[src/rtl/sc_regpath.sv]
module sc_regpath #(
  parameter int W   = 8,
  parameter int OPW = 4
) (
  input  logic           clk,
  input  logic           rst,
  input  logic [8:0]     ctl,
  input  logic [OPW-1:0] op_in,
  input  logic [W-1:0]   const_in,
  input  logic [W-1:0]   ext_in,
  input  logic [W-1:0]   unit_result,
  output logic [OPW-1:0] unit_op,
  output logic [W-1:0]   opa_bus,
  output logic [W-1:0]   opb_bus,
  output logic [W-1:0]   wb_bus
);
  localparam int NREG = 4;

  logic [1:0] dest, asel, bsel;
  logic       use_const, use_ext, wr;
  logic [NREG-1:0][W-1:0] rf;

  assign {dest, asel, bsel, use_const, use_ext, wr} = ctl;

  assign unit_op = op_in;
  assign opa_bus = rf[asel];
  assign opb_bus = use_const ? const_in : rf[bsel];
  assign wb_bus  = use_ext ? ext_in : unit_result;

  for (genvar i = 0; i < NREG; i++) begin : g_rf
    always_ff @(posedge clk) begin
      if (rst)
        rf[i] <= '0;
      else if (wr && dest == i[1:0])
        rf[i] <= wb_bus;
    end
  end
endmodule


[config.mk]
export PLATFORM = sky130hd
export DESIGN_NAME = sc_regpath
export DESIGN_NICKNAME = d
export VERILOG_FILES = /design/src/rtl/sc_regpath.sv
export SDC_FILE = /design/constraint.sdc
export NUM_CORES = 1
export LEC_CHECK = 0
export BUFFER_PORTS_ARGS = -buffer_cell sky130_fd_sc_hd__buf_2
export CAP_MARGIN = 10
export CORE_MARGIN = 4
export CORE_UTILIZATION = 35
export CTS_CLUSTER_DIAMETER = 100
export DETAILED_ROUTE_END_ITERATION = 12
export MAX_ROUTING_LAYER = met4
export SYNTH_ARGS = -nofsm -noshare
export SYNTH_HDL_FRONTEND = slang
export SYNTH_SLANG_ARGS = --single-unit
[constraint.sdc]
create_clock -name clk -period 2.1 [get_ports clk]
set_input_delay 0 -clock clk [delete_from_list [all_inputs] [get_ports clk]]
set_output_delay 0 -clock clk [all_outputs]
set_load 0.05 [all_outputs]
==> flow_summary_export.csv <==
group,metric,value,unit
route,postRouteAntennaNets,0,
placed_design,dp_slack,786,ps
synth,ys_types,22,
power_and_ir_drop,power,0.00157,W
synth,post_synth.cell_area_avg,10.5,µm²
grt,grt_max_degree,33,
clocking,clockBufferDepth,2,
setup_path,rrSetupSlack,1360,ps
clocking,cts_buffers,5,
grt,grt_pass1_wl,7.05,mm
sta,slew_viol_final,0,
clocking,post_cts_resized,0,
status,status,"finished, final reports clean",
power_and_ir_drop,power_switching_share,33.4,%
setup_path,setup.worst_path.class,"reg2out",
setup_path,startpoint_type,"flop",
finish,diodes,0,
die,coreArea,0.00527,mm²
setup_path,cp.required,2100,ps
setup_path,endpoint,"opb_bus[0]",
sta,hold_viol_final,0,
power_and_ir_drop,clkPwrFrac,30.6,%
finish,largest_reg_flops,32,
die,io_pins,67,
sta,fmax,650,MHz
power_and_ir_drop,powerDensity,697,mW/mm²
die,fp.dieW,82.7,µm
clocking,hold_buffers,0,
clocking,cts_tree,"built",
route,post_drt_wl_per_cell,14.9,µm
setup_path,crit_fanout,3,
route,routed_wl,4.53,mm
route,drt-vias-per-instance,4.97,
clocking,postCtsSetupBuffers,0,
flow_run,drv_cap,0,
setup_path,critPathCaptureType,"primary output",
grt,antenna_found_initial,0,
grt,grt_pass1_vias,1425,
clocking,cts-htree-levels,2,
power_and_ir_drop,power_frac_comb,27.2,%
synth,syn_inst,187,
route,vias,1512,
die,placementRows,26,
sta,clock_skew,0,ps
finish,syn_to_final_growth,15.5,%
power_and_ir_drop,p_leak,0.918,nW
sta,worst_slew_pin_slew,816,ps
clocking,cts_root_buffer,"clkbuf_8",
route,first_pass_iters,4,
setup_path,critPathLaunch,"rf[16]",
power_and_ir_drop,peakVddDrop,0.304,mV
power_and_ir_drop,p_seq_share,42.1,%
clocking,clk_pin_slew,60,ps
die,start_util,37.1,%
power_and_ir_drop,p_switching,0.000526,W
sta,finalHoldWorstSlack,0.0407,ps
synth,syn_nets,226,
setup_path,reg2reg_from,"rf[3]",
sta,setup_ws,562,ps
synth,yosys_warnings,0,
sta,period_needed,1540,ps
setup_path,timing.rr.end,"rf[3]",
worst_hold_path,hold_class,"in2out",
synth,netlist_area,0.00195,mm²
sta,slew_headroom,45.6,%
grt,grtUsageTotal,14.7,%
finish,fin_nets,272,
sta,setup_viol_count_final,0,
die,dieArea,0.00684,mm²
power_and_ir_drop,p_int,0.00105,W
placed_design,globalplace.congestion,0.721,
route,drt_iter0_drc,32,
route,drc_errors,0,
finish,largest_register,"rf",
synth,synth-seq-cells,32,
sta,min_period_over_period,73.2,%
finish,reg_top3,"rf (32)",
die,die_h,82.7,µm
placed_design,post-dp-hpwl,3.24,mm
worst_hold_path,hold_path_depth,0,
clocking,clock_latency,280,ps
setup_path,r2r_cells,2,
sta,rsz0062_at_grt,"false",
setup_path,crit_arrival,1540,ps
finish,drive_gt1_share,45.7,%
grt,grt_overflow,0,
synth,seq_area_frac_synth,32.8,%
placed_design,io_buffers,58,
clocking,cts_sinks,32,
sta,fin_setup_tns,0,ps
synth_stat cells:
library cell	n	area (µm²)
and3_1	1	6.26
buf_12	2	40.0
mux2i_2	8	110
buf_6	3	33.8
inv_1	16	60.1
clkbuf_1	2	7.51
buf_8	1	15.0
nand2b_1	1	6.26
mux4_2	8	180
buf_4	8	60.1
nor3b_4	1	18.8
buf_1	1	3.75
nor2_2	4	25.0
nor2b_1	8	50.1
a211oi_2	20	250
mux2i_1	8	80.1
dfxtp_1	32	641
nor2_1	29	109
a221oi_1	8	70.1
and3b_1	2	17.5
buf_2	4	20.0
a211oi_1	20	150
layout by cell type, fill, tap and decap left out:
master    netlist  final
mux2i_1         8      8
buf_4           8      2
mux4_2          8      8
nor2b_1         8      8
clkbuf_1        2      2
nand2b_1        1      1
mux2i_2         8      8
dfxtp_1        32     32
buf_2           4     58
nor2_2          4      4
nor2_1         29     29
clkbuf_8        0      6
and3b_1         2      2
a221oi_1        8      8
and3_1          1      1
a211oi_1       20     20
nor3b_4         1      1
a211oi_2       20     20
inv_1          16     16
metal layers:
| metal | GRT usage (%) | routed length, µm |
|---|---|---|
| met4 | 7.84 | 111 |
| met1 | 18.2 | 2080 |
| met5 | - | 0 |
| met3 | 2.60 | 238 |
| met2 | 22.8 | 2110 |
stage by stage:
step | cell area (µm²) | std cells | utilization [%]
global route | 2260 | 304 | 42.8
detailed placement | 2170 | 296 | 41.1
global placement | 2170 | 296 | 41.1
floorplan | 1950 | 187 | -
finish | 2260 | 304 | 42.8
CTS | 2260 | 304 | 42.8
power groups by stage:
stage               clock [W]  sequential (W)  combinational (W)
CTS                  0.000498        0.000663           0.000432
floorplan                   0        0.000669           0.000366
global placement            0        0.000676           0.000429
global route         0.000525        0.000668           0.000459
detailed placement          0        0.000677           0.000431
finish               0.000482        0.000663           0.000428
worst min-delay path by stage:
stage / end / start / slack, ps
2_1_floorplan: rf[23] / rst / 60
3_3_place_gp: unit_op[0] / op_in[0] / 0.6
3_5_place_dp: unit_op[0] / op_in[0] / 0.6
4_1_cts: unit_op[0] / op_in[0] / 0.6
5_1_grt: unit_op[2] / op_in[2] / 0.2
6_report: unit_op[3] / op_in[3] / 0.04
kinds of logic (layout without fill, tap and decap cells):
kind of cell / Yosys count / count (layout) / synth area share [%]
buffers and inverters: 37 / 84 / 12.3
AO/OA/AOI/OAI: 48 / 48 / 24.1
multiplexers: 24 / 24 / 19.0
flip-flops: 32 / 32 / 32.8
AND/OR/NAND/NOR: 46 / 46 / 11.9
layout make-up:
class                   instances  area, µm²
multi-input cells             118       1070
inverters                      16       60.1
flip-flops and latches         32        641
clock buffers                   8       90.1
fillers                       540       3010
repair buffers                 60        305
well taps                      70       87.6
critical path: stages (launching register included):
cell      delay (ps)
dfxtp_1          350
nor2b_1          150
a211oi_1          60
a221oi_1         360
buf_2            340
(Power assumes the default switching activity.)
